===== config.mk =====
export PLATFORM = sky130hd
export DESIGN_NAME = nor_erase_seq
export DESIGN_NICKNAME = d
export VERILOG_FILES = /design/src/rtl/ners_pkg.sv /design/src/rtl/ners_argchk.sv /design/src/rtl/ners_timer.sv /design/src/rtl/ners_pollchk.sv /design/src/rtl/nor_erase_seq.sv
export SDC_FILE = /design/constraint.sdc
export NUM_CORES = 1
export LEC_CHECK = 0
export ABC_AREA = 1
export BUFFER_PORTS_ARGS = -buffer_cell sky130_fd_sc_hd__buf_2
export CORE_MARGIN = 3
export CORE_UTILIZATION = 57
export DETAILED_ROUTE_END_ITERATION = 12
export PLACE_DENSITY = 0.79
export RECOVER_POWER = 100
export SLEW_MARGIN = 20
export SYNTH_ARGS = -nofsm -noshare
export SYNTH_HDL_FRONTEND = slang
export SYNTH_HIERARCHICAL = 1
export SYNTH_SLANG_ARGS = --single-unit

===== constraint.sdc =====
create_clock -name clk -period 3.4 [get_ports clk]
set_input_delay 0.68 -clock clk [delete_from_list [all_inputs] [get_ports clk]]
set_output_delay 0.68 -clock clk [all_outputs]
set_load 0.1 [all_outputs]

===== src/rtl/ners_pkg.sv =====
package ners_pkg;

   typedef enum logic [2:0] {
      ES_OK        = 3'd0,
      ES_BADARG    = 3'd1,
      ES_WINDOW    = 3'd2,
      ES_TIMEOUT   = 3'd3,
      ES_DEVFAULT  = 3'd4,
      ES_STALLED   = 3'd5,
      ES_BADVERIFY = 3'd6
   } ers_stat_e;

   localparam int          SETUP_LEN = 6;
   localparam logic [7:0]  CMD_CHIP  = 8'h10;
   localparam logic [7:0]  CMD_SECT  = 8'h30;
   localparam logic [7:0]  ERASED    = 8'hFF;
   localparam logic [11:0] CMD_ADDR  = 12'h555;

   // Unlock / erase-setup sequence, step by step
   function automatic logic [11:0] setup_addr(input logic [2:0] i);
      case (i)
         3'd2, 3'd5: setup_addr = 12'h2AA;
         default:    setup_addr = 12'h555;
      endcase
   endfunction

   function automatic logic [7:0] setup_data(input logic [2:0] i);
      case (i)
         3'd0:       setup_data = 8'hF0;
         3'd1, 3'd4: setup_data = 8'hAA;
         3'd2, 3'd5: setup_data = 8'h55;
         default:    setup_data = 8'h80;
      endcase
   endfunction

endpackage


===== src/rtl/ners_argchk.sv =====
module ners_argchk #(
   parameter int AW        = 21,
   parameter int SECT_LG   = 16,
   parameter int DEV_BYTES = 2097152
) (
   input  logic [AW-1:0] start,
   input  logic [AW:0]   len,
   output logic          ok,
   output logic          chip
);
   logic [AW+1:0] end_pos;

   assign end_pos = {2'b00, start} + {1'b0, len};

   assign ok = (start[SECT_LG-1:0] == '0) && (len[SECT_LG-1:0] == '0) &&
               (len != '0) && (end_pos <= (AW+2)'(DEV_BYTES));

   assign chip = ok && (start == '0) && (len == (AW+1)'(DEV_BYTES));
endmodule


===== src/rtl/ners_timer.sv =====
module ners_timer #(
   parameter int CYC_PER_MS = 50000,
   parameter int MSW        = 20
) (
   input  logic           clk,
   input  logic           rst_n,
   input  logic           clr,
   input  logic           run,
   input  logic [MSW-1:0] limit,
   output logic           expired
);
   localparam int PW = (CYC_PER_MS > 1) ? $clog2(CYC_PER_MS) : 1;

   logic           tick;
   logic [MSW-1:0] ms_q;

   generate
      if (CYC_PER_MS == 1) begin : g_direct
         assign tick = run;
      end else begin : g_pre
         logic [PW-1:0] pre_q;
         always_ff @(posedge clk) begin
            if (!rst_n || clr)
               pre_q <= '0;
            else if (run)
               pre_q <= (pre_q == PW'(CYC_PER_MS-1)) ? '0 : pre_q + 1'b1;
         end
         assign tick = run && (pre_q == PW'(CYC_PER_MS-1));
      end
   endgenerate

   always_ff @(posedge clk) begin
      if (!rst_n || clr)
         ms_q <= '0;
      else if (tick && (ms_q != '1))
         ms_q <= ms_q + 1'b1;
   end

   assign expired = ms_q > limit;
endmodule


===== src/rtl/ners_pollchk.sv =====
module ners_pollchk (
   input  logic [7:0] prev,
   input  logic [7:0] cur,
   input  logic       older_b5,
   input  logic       full,
   output logic       ok,
   output logic       halt,
   output logic       dev
);
   assign ok   = full && cur[7];
   assign halt = full && !cur[7] && (cur == prev);
   assign dev  = older_b5;
endmodule


===== src/rtl/nor_erase_seq.sv =====
module nor_erase_seq
   import ners_pkg::*;
#(
   parameter int SECT_LG     = 16,
   parameter int DEV_SECTORS = 32,
   parameter int CLK_HZ      = 50_000_000,
   parameter int WINDOW_US   = 50,
   parameter int BUDGET_MS   = 15000,
   parameter int VER_LG      = 7,
   localparam int DEV_BYTES  = DEV_SECTORS << SECT_LG,
   localparam int AW         = $clog2(DEV_BYTES)
) (
   input  logic          clk,
   input  logic          rst_n,
   input  logic          go,
   input  logic [AW-1:0] start_addr,
   input  logic [AW:0]   len_bytes,
   output logic          busy,
   output logic          done,
   output logic [2:0]    status,
   output logic          fl_req,
   output logic          fl_we,
   output logic [AW-1:0] fl_addr,
   output logic [7:0]    fl_wdata,
   input  logic [7:0]    fl_rdata
);
   localparam int     NSW        = AW + 1 - SECT_LG;
   localparam int     SS         = 1 << SECT_LG;
   localparam int     CYC_PER_MS = CLK_HZ / 1000;
   localparam int     MSW        = $clog2(DEV_SECTORS * BUDGET_MS + 1) + 1;
   localparam longint WIN_CYC    = longint'(CLK_HZ) * longint'(WINDOW_US) / 64'd1000000;

   generate
      if (SECT_LG < VER_LG || SECT_LG < 1) begin : g_bad_sect
         $error("sector size must be at least the verify sample count");
      end
      if (DEV_BYTES <= 32'h555) begin : g_bad_dev
         $error("device too small for the command addresses");
      end
      if (CYC_PER_MS < 1) begin : g_bad_clk
         $error("clock below 1 kHz");
      end
      if (WIN_CYC <= 3) begin : g_bad_win
         $error("acceptance window shorter than the sector command spacing");
      end
   endgenerate

   typedef enum logic [3:0] {
      S_IDLE, S_SETUP, S_CHIP, S_SCMD, S_SRD, S_SCAP,
      S_PRD, S_PCAP, S_VRD, S_VCAP
   } st_e;

   st_e            st_q;
   logic [2:0]     idx_q;
   logic [AW-1:0]  base_q, cur_q;
   logic [AW:0]    len_q, step_q, voff_q;
   logic [NSW-1:0] left_q;
   logic           chip_q;
   logic [MSW-1:0] lim_q;
   logic [7:0]     s_old_q, s_prev_q;
   logic [1:0]     nrd_q;
   logic           done_q;
   ers_stat_e      stat_q;

   logic arg_ok, arg_chip;
   logic p_ok, p_halt, p_dev;
   logic t_clr, t_run, t_exp;

   ners_argchk #(.AW(AW), .SECT_LG(SECT_LG), .DEV_BYTES(DEV_BYTES)) u_arg (
      .start(start_addr), .len(len_bytes), .ok(arg_ok), .chip(arg_chip));

   ners_pollchk u_poll (
      .prev(s_prev_q), .cur(fl_rdata), .older_b5(s_old_q[5]),
      .full(nrd_q == 2'd2), .ok(p_ok), .halt(p_halt), .dev(p_dev));

   assign t_clr = (st_q == S_CHIP) || (st_q == S_SCAP);
   assign t_run = (st_q == S_PRD) || (st_q == S_PCAP);

   ners_timer #(.CYC_PER_MS(CYC_PER_MS), .MSW(MSW)) u_tmr (
      .clk(clk), .rst_n(rst_n), .clr(t_clr), .run(t_run),
      .limit(lim_q), .expired(t_exp));

   // Bus drive from the registered state
   always_comb begin
      fl_req   = 1'b0;
      fl_we    = 1'b0;
      fl_addr  = '0;
      fl_wdata = '0;
      case (st_q)
         S_SETUP: begin
            fl_req = 1'b1; fl_we = 1'b1;
            fl_addr = AW'(setup_addr(idx_q)); fl_wdata = setup_data(idx_q);
         end
         S_CHIP: begin
            fl_req = 1'b1; fl_we = 1'b1;
            fl_addr = AW'(CMD_ADDR); fl_wdata = CMD_CHIP;
         end
         S_SCMD: begin
            fl_req = 1'b1; fl_we = 1'b1;
            fl_addr = cur_q; fl_wdata = CMD_SECT;
         end
         S_SRD, S_PRD: begin
            fl_req = 1'b1; fl_addr = cur_q;
         end
         S_VRD: begin
            fl_req  = 1'b1;
            fl_addr = AW'({1'b0, base_q} + voff_q - (AW+1)'(1));
         end
         default: ;
      endcase
   end

   always_ff @(posedge clk) begin
      if (!rst_n) begin
         st_q     <= S_IDLE;
         idx_q    <= '0;
         base_q   <= '0;
         cur_q    <= '0;
         len_q    <= '0;
         step_q   <= '0;
         voff_q   <= '0;
         left_q   <= '0;
         chip_q   <= 1'b0;
         lim_q    <= '0;
         s_old_q  <= '0;
         s_prev_q <= '0;
         nrd_q    <= '0;
         done_q   <= 1'b0;
         stat_q   <= ES_OK;
      end else begin
         done_q <= 1'b0;
         case (st_q)
            S_IDLE: if (go) begin
               if (!arg_ok) begin
                  done_q <= 1'b1;
                  stat_q <= ES_BADARG;
               end else begin
                  base_q <= start_addr;
                  len_q  <= len_bytes;
                  step_q <= len_bytes >> VER_LG;
                  chip_q <= arg_chip;
                  lim_q  <= MSW'(len_bytes[AW:SECT_LG]) * MSW'(BUDGET_MS);
                  idx_q  <= '0;
                  st_q   <= S_SETUP;
               end
            end
            S_SETUP: begin
               idx_q <= idx_q + 1'b1;
               if (idx_q == 3'(SETUP_LEN-1)) begin
                  st_q   <= chip_q ? S_CHIP : S_SCMD;
                  cur_q  <= base_q;
                  left_q <= len_q[AW:SECT_LG];
               end
            end
            S_CHIP: begin
               st_q   <= S_PRD;
               cur_q  <= '0;
               left_q <= NSW'(1);
               nrd_q  <= '0;
            end
            S_SCMD: st_q <= S_SRD;
            S_SRD:  st_q <= S_SCAP;
            S_SCAP: begin
               if (fl_rdata[3]) begin
                  done_q <= 1'b1; stat_q <= ES_WINDOW; st_q <= S_IDLE;
               end else if (left_q == NSW'(1)) begin
                  st_q   <= S_PRD;
                  cur_q  <= base_q;
                  left_q <= len_q[AW:SECT_LG];
                  nrd_q  <= '0;
               end else begin
                  cur_q  <= cur_q + AW'(SS);
                  left_q <= left_q - 1'b1;
                  st_q   <= S_SCMD;
               end
            end
            S_PRD: begin
               if (t_exp) begin
                  done_q <= 1'b1; stat_q <= ES_TIMEOUT; st_q <= S_IDLE;
               end else
                  st_q <= S_PCAP;
            end
            S_PCAP: begin
               s_old_q  <= s_prev_q;
               s_prev_q <= fl_rdata;
               if (nrd_q != 2'd2) nrd_q <= nrd_q + 1'b1;
               if (p_ok) begin
                  if (left_q == NSW'(1)) begin
                     st_q   <= S_VRD;
                     voff_q <= len_q;
                  end else begin
                     cur_q  <= cur_q + AW'(SS);
                     left_q <= left_q - 1'b1;
                     nrd_q  <= '0;
                     st_q   <= S_PRD;
                  end
               end else if (p_halt) begin
                  done_q <= 1'b1;
                  stat_q <= p_dev ? ES_DEVFAULT : ES_STALLED;
                  st_q   <= S_IDLE;
               end else if (t_exp) begin
                  done_q <= 1'b1; stat_q <= ES_TIMEOUT; st_q <= S_IDLE;
               end else
                  st_q <= S_PRD;
            end
            S_VRD: st_q <= S_VCAP;
            S_VCAP: begin
               if (fl_rdata != ERASED) begin
                  done_q <= 1'b1; stat_q <= ES_BADVERIFY; st_q <= S_IDLE;
               end else if (voff_q == step_q) begin
                  done_q <= 1'b1; stat_q <= ES_OK; st_q <= S_IDLE;
               end else begin
                  voff_q <= voff_q - step_q;
                  st_q   <= S_VRD;
               end
            end
            default: st_q <= S_IDLE;
         endcase
      end
   end

   assign busy   = (st_q != S_IDLE);
   assign done   = done_q;
   assign status = stat_q;
endmodule


==> out/qor.yml, run 1 <==
outcome:
  status: "finished with violations"
  failed_checks: "setup timing"
timing:
  holdWs_ns: 0.461
  timing_hold_violations_final: 0
  finalCritPeriodShare: 1.02
  relSlewSlack: 0.212
  final-setup-viol-count: 3
  rsz0062_at_grt: "yes"
  slew_violations: 0
  max_freq_mhz: 288
  post-route-min-period_ns: 3.47
  tightest_slew_ns: 1.19
  skew_ns: 0.0159
  fin_ws_ns: -0.0673
grt:
  grt_first_pass_wirelength_um: 68100
  antenna_found_initial: 0
  grt_use_total: 0.303
  grt_max_degree: 87
  overflow: 0
  first_global_vias: 14400
floorplanning:
  core-area_um2: 24600
  die_h_um: 165
  fp.dieArea_um2: 27300
  rows: 57
  die_w_um: 165
  pin_count: 90
  start_util: 0.587
detailed_routing:
  wl_met3_um: 3890
  ant_nets: 0
  dr_total_vias: 16200
  drc: 0
  viasPerCell: 5.65
  top_layer: "met4"
  wl_um: 45300
  drt_iter0_drc: 1880
  post_drt_wl_per_cell_um: 15.8
  first_pass_iters: 9
  met1Wirelength_um: 19500
  dr_wl_met2_um: 20200
logic_synthesis:
  avgSynthCellArea_um2: 6.20
  postSynth.topFlopCell: "dfxtp_1"
  synth_seq_cells: 167
  seq_area_frac_synth: 0.231
  syn_inst: 2330
  synth_area_leaders: "dfxtp_1 (23%), nand2_1 (14%), ha_1 (13%)"
  yosysTopAreaCell: "dfxtp_1"
  synth_edf_count: 0
  synth_area_um2: 14400
  synthDominantCellAreaShare: 0.231
  synthDistinctLibCells: 52
  ys_async_sr_fraction: 0
  ys_warn_count: 6
power_and_ir_drop:
  leakage_nw: 8.76
  powerDensity_nw_per_um2: 285
  power_mw: 5.05
  ir_drop_mv: 0.274
clock_tree:
  clk_pin_slew_ns: 0.07
  cts_hold_buf: 0
  clk_latency_ns: 0.44
  max-clock-path-buffers: 2
  cts_tree: "yes"
  htree_levels: 4
  clockRootBuffer: "clkbuf_16"
  cts_buffers: 17
  cts_sinks: 167
worst_setup_path:
  r2r_end: "u_tmr/g_pre.pre_q[4]"
  worstPathArrival_ns: 2.79
  critPathKind: "reg -> out"
  r2r_start: "st_q[1]"
  crit_fanout: 6
  r2r_slack_ns: 0.22
  startpoint_type: "register"
  slowest_stage: "ha_2"
  end_kind: "output pin"
  crit_required_ns: 2.72
  ff2ff_path_depth: 9
  cp_common_cell: "nand2_1"
  max_stage_delay_ns: 0.39
  worstPathCellList: "inv_1 > ha_1 > inv_1 > ha_2 > nand2_1 > o21ai_2 > nand2_1 > nand2_1 > nor2_2 > nand3_2 > nor2_1 > o21ai_2 > buf_12"
hold_path:
  hold_depth: 2
  hold_class: "reg -> reg"
  hold-path-endpoint: "u_tmr/g_pre.pre_q[9]"
  hold_start: "u_tmr/g_pre.pre_q[9]"
finish:
  final_cell_mix: "nand2_1 (515), inv_1 (360), nor2_1 (293)"
  stdcell_count: 2862
  diodes: 0
  final_area_um2: 17700
  nets: 2739
  layout_commonest_cell: "nand2_1"
  area_delta_synth_final_pct: 22.7
  drive_above_1_share: 0.180
placement:
  gp_congestion: 1.00
  hpwl_um: 32200
  dp_cells: 2799
  port_buffers: 89
  place_area_um2: 16100
  dp_slack_ns: -0.381
job:
  cap_viol_max_count: 0
[cell type report]
cell class	count	area, um^2
clock buffer	18	439
clock inverter	14	156
fill	1992	6880
inverter	395	1500
multi-input combinational	1712	9900
sequential	167	3380
tap	324	405
timing repair buffer	232	1950
[flip-flops by register name (all words and copies together) (netlist names)]
signal,flops
base_q,21
lim_q,16
st_q,4
status,3
u_tmr/ms_q,20
cur_q,21
chip_q,1
step_q,1
voff_q,22
len_q,21
nrd_q,2
left_q,6
u_tmr/g_pre.pre_q,16
s_prev_q,8
s_old_q,1
idx_q,3
done,1
[routing by layer]
metal | GRT usage | vias up
li1 | - | 7863
met1 | 0.428 | 7336
met2 | 0.479 | 828
met3 | 0.0357 | 155
met4 | 0.106 | 0
met5 | 0 | -
[worst max-delay path: cells and delay by family, from the launching register on]
kind	cells	cell delay (ns)
AND/OR/NAND/NOR	6	0.59
AO/OA/AOI/OAI	2	0.41
buffers and inverters	3	0.31
adder cells (fa/ha/maj)	2	0.69
flip-flops	1	0.36
[worst max path at each step]
stage                  end  slack [ns]          start
2_1_floorplan  fl_addr[20]       -0.36     voff_q[15]
3_3_place_gp     lim_q[10]       -0.24  start_addr[0]
3_5_place_dp      len_q[8]       -0.38  start_addr[0]
4_1_cts        fl_addr[20]      -0.005     voff_q[11]
5_1_grt        fl_addr[14]       -0.27      base_q[3]
6_report       fl_addr[20]       -0.07     voff_q[14]
[logic make-up (layout without fill, tap and decap cells)]
| group | Yosys count | in the layout | share of synthesized area |
|---|---|---|---|
| compound gates | 411 | 411 | 0.150 |
| xor+xnor | 28 | 28 | 0.0170 |
| fa+ha+maj | 160 | 160 | 0.145 |
| buf+inv | 453 | 659 | 0.126 |
| flops | 167 | 167 | 0.231 |
| mux | 1 | 1 | 0.000693 |
| other cells | 1 | 3 | 0.000260 |
| simple gates | 1109 | 1109 | 0.329 |
[through the flow]
step	utilization	setup TNS (ns)
6_report	0.721	-0.123
5_1_grt	0.721	-2.02
4_1_cts	0.686	-0.00463
3_5_place_dp	0.654	-19.29
3_3_place_gp	0.654	-12.82
2_1_floorplan	-	-0.358
[synthesized netlist by cell type (13+ instances only)]
cell        n
clkbuf_1   28
nor2_1    304
fa_1       13
inv_1     376
inv_2      14
nand3_1   153
dfxtp_1   167
buf_2      13
nand2_1   532
ha_1      147
nor3_1     31
o21ai_0   175
a21oi_1   183
xor2_1     19
nand4_1    23
[timing repair]
action	CTS	global route
endpoints found under the setup margin	17	87
pin swaps	4	54
setup buffers	0	23
cloned	0	8
gates resized for setup	48	193
[power by group]
part           switching (mW)  internal [mW]  total (mW)  leakage (nW)
clock network           0.915           1.06        1.98         0.285
registers             0.00161           1.95        1.95          1.36
logic                   0.646          0.474        1.12          7.12
No activity file was read; power rests on OpenSTA's default activity.
==> run 2: changes to the inputs <==
--- a/config.mk
+++ b/config.mk
@@ -6,10 +6,10 @@
 export NUM_CORES = 1
 export LEC_CHECK = 0
 export ABC_AREA = 1
-export BUFFER_PORTS_ARGS = -buffer_cell sky130_fd_sc_hd__buf_2
 export CORE_MARGIN = 3
-export CORE_UTILIZATION = 57
+export CORE_UTILIZATION = 60
 export DETAILED_ROUTE_END_ITERATION = 12
+export DONT_BUFFER_PORTS = 1
 export PLACE_DENSITY = 0.79
 export RECOVER_POWER = 100
 export SLEW_MARGIN = 20
==> run 2 against run 1 <==
The run still ends with setup timing left. Global-route usage rose by 0.82 points. Maximum frequency is 1.3% higher. Die area shrank 4.8%. Sequential power is essentially flat. First-iteration DRC count decreased by 26%. Flip-flop and latch count unchanged. Wire length decreased by 6.4%. Cell area decreased by 6.2%. Largest cell class unchanged. Clock power about the same.
==> out/qor.yml, run 2 (synthesis results as in run 1) <==
clock_tree:
  clk_pin_slew_ns: 0.07  # about the same
  htree_levels: 4  # unchanged
  cts_buffers: 17  # unchanged
  cts_tree: "yes"  # unchanged
  max-clock-path-buffers: 2  # unchanged
  clockRootBuffer: "clkbuf_16"  # unchanged
  cts_hold_buf: 0  # unchanged
  cts_sinks: 167  # unchanged
  clk_latency_ns: 0.44  # about the same
finish:
  largest_reg_flops: 22  # unchanged
  largest-register: "voff_q"  # unchanged
  drive_above_1_share: 0.139  # was 0.180
  layout_commonest_cell: "nand2_1"  # unchanged
  nets: 2612  # was 2739
  area_delta_synth_final_pct: 15.1  # was 22.7%
  final_cell_mix: "nand2_1 (516), inv_1 (344), nor2_1 (296)"  # was nand2_1 (515), inv_1 (360), nor2_1 (293)
  diodes: 0  # unchanged
outcome:
  status: "finished with violations"  # unchanged
  failed_checks: "setup timing"  # unchanged
timing:
  timing_hold_violations_final: 0  # unchanged
  finalCritPeriodShare: 1.01  # was 1.02
  post-route-min-period_ns: 3.42  # was 3.47 ns
  relSlewSlack: 0.211  # was 0.212
  fin_ws_ns: -0.0232  # was -0.0673 ns
  holdWs_ns: 0.372  # was 0.461 ns
  rsz0062_at_grt: "yes"  # unchanged
  skew_ns: 0.0174  # was 0.0159 ns
  tightest_slew_ns: 1.19  # about the same
  finalSetupTns_ns: -0.0232  # was -0.123 ns
  max_freq_mhz: 292  # was 288 MHz
  slew_violations: 0  # unchanged
  final-setup-viol-count: 1  # was 3
detailed_routing:
  viasPerCell: 5.62  # was 5.65
  dr_total_vias: 15300  # was 16200
  ant_nets: 0  # unchanged
  drc: 0  # unchanged
  top_layer: "met4"  # unchanged
  post_drt_wl_per_cell_um: 15.5  # was 15.8 um
  first_pass_iters: 9  # unchanged
  drt_iter0_drc: 1398  # was 1880
  wl_met3_um: 3690  # was 3890 um
  wl_um: 42400  # was 45300 um
  met1Wirelength_um: 18600  # was 19500 um
  dr_wl_met2_um: 18900  # was 20200 um
worst_setup_path:
  crit_fanout: 4  # was 6
  critPathKind: "reg -> out"  # unchanged
  end_kind: "output pin"  # unchanged
  startpoint_type: "register"  # unchanged
  crit_required_ns: 2.72  # about the same
  worstPathArrival_ns: 2.74  # was 2.79 ns
floorplanning:
  start_util: 0.614  # was 0.587
  pin_count: 90  # unchanged
  fp.dieArea_um2: 26000  # was 27300 um^2
  die_w_um: 161  # was 165 um
  die_h_um: 161  # was 165 um
  core-area_um2: 23500  # was 24600 um^2
  rows: 56  # was 57
grt:
  antenna_found_initial: 0  # unchanged
  grt_first_pass_wirelength_um: 67700  # was 68100 um
  grt_use_total: 0.311  # was 0.303
  first_global_vias: 14200  # was 14400
  overflow: 0  # unchanged
  grt_max_degree: 100  # was 87
placement:
  gp_congestion: 1.01  # was 1.00
  hpwl_um: 31800  # was 32200 um
  port_buffers: 0  # was 89
hold_path:
  hold_class: "in -> reg"  # was reg -> reg
power_and_ir_drop:
  powerDensity_nw_per_um2: 288  # was 285 nW/um^2
  swShare: 0.303  # was 0.309
  clock_power_share: 0.406  # was 0.392
  power_frac_comb: 0.183  # was 0.222
  leakage_nw: 8.07  # was 8.76 nW
  internal_power_mw: 3.34  # was 3.49 mW
  switching_power_mw: 1.45  # was 1.56 mW
  ir_drop_mv: 0.338  # was 0.274 mV
  seqPwrFrac: 0.411  # was 0.387
job:
  cap_viol_max_count: 0  # unchanged
run 2: changes by cell type in the layout (fill, tap and decap cells not counted), sizes merged:
cell	previous run	this run
clkinvlp	5	6
buf	212	95
inv	397	396
clkbuf	38	28
run 2: critical path: stages, from the launching register on:
cell and delay (ns):
dfxtp_2 0.36, inv_2 0.06, ha_1 0.30, inv_2 0.08, ha_2 0.28, nand3_1 0.11, nand2_2 0.09, a21boi_4 0.21
o21ai_2 0.11, nand2_1 0.09, nand2_1 0.06, nand2_1 0.08, nand3_1 0.10, nand2_1 0.19, buf_12 0.19
run 2: routing by layer:
layer | vias to the layer above | global-route usage
li1 | 7623 | -
met1 | 6947 | 0.425
met2 | 658 | 0.504
met3 | 114 | 0.0557
met4 | 0 | 0.0954
met5 | - | 0
run 2: stage by stage:
step,util,std cells,worst slack (ns),power (mW),instance area [um^2]
6_report,0.706,2730,-0.0232,4.79,16600
5_1_grt,0.706,2730,-0.135,5.01,16600
4_1_cts,0.690,2708,0.00259,4.79,16200
3_5_place_dp,0.655,2676,-0.256,2.88,15400
3_3_place_gp,0.655,2676,-0.156,2.87,15400
2_1_floorplan,-,2332,-0.358,2.65,14500
run 2: final timing paths:
path / to / cells past startpoint / slack (ns) / from
min reg2reg: u_tmr/g_pre.pre_q[9] / 2 / 0.46 / u_tmr/g_pre.pre_q[9]
max: fl_addr[12] / 14 / -0.02 / base_q[2]
max reg2reg: cur_q[8] / 9 / 0.28 / st_q[3]
min: status[0] / 2 / 0.37 / rst_n
run 2: area by class of cell:
class	instances	area [um^2]
sequential	167	3390
clock buffer	18	429
multi-input combinational	1712	9800
clock inverter	14	158
tap	319	399
inverter	395	1490
fill	2022	6910
timing repair buffer	105	965
run 2: power by group through the flow:
stage                     clock (mW)  combinational (mW)  sequential (mW)
after global routing            2.05               0.992             1.97
final                           1.95               0.876             1.97
after detailed placement           0               0.860             2.02
after CTS                       1.95               0.868             1.97
after global placement             0               0.846             2.02
after floorplan                    0               0.630             2.02
run 2: repair_timing:
action,4_1_cts,5_1_grt
buffers inserted,0,22
endpoints found under the setup margin,16,73
resized for setup,55,139
pin swaps,2,50
endpoints found under the hold margin,0,0
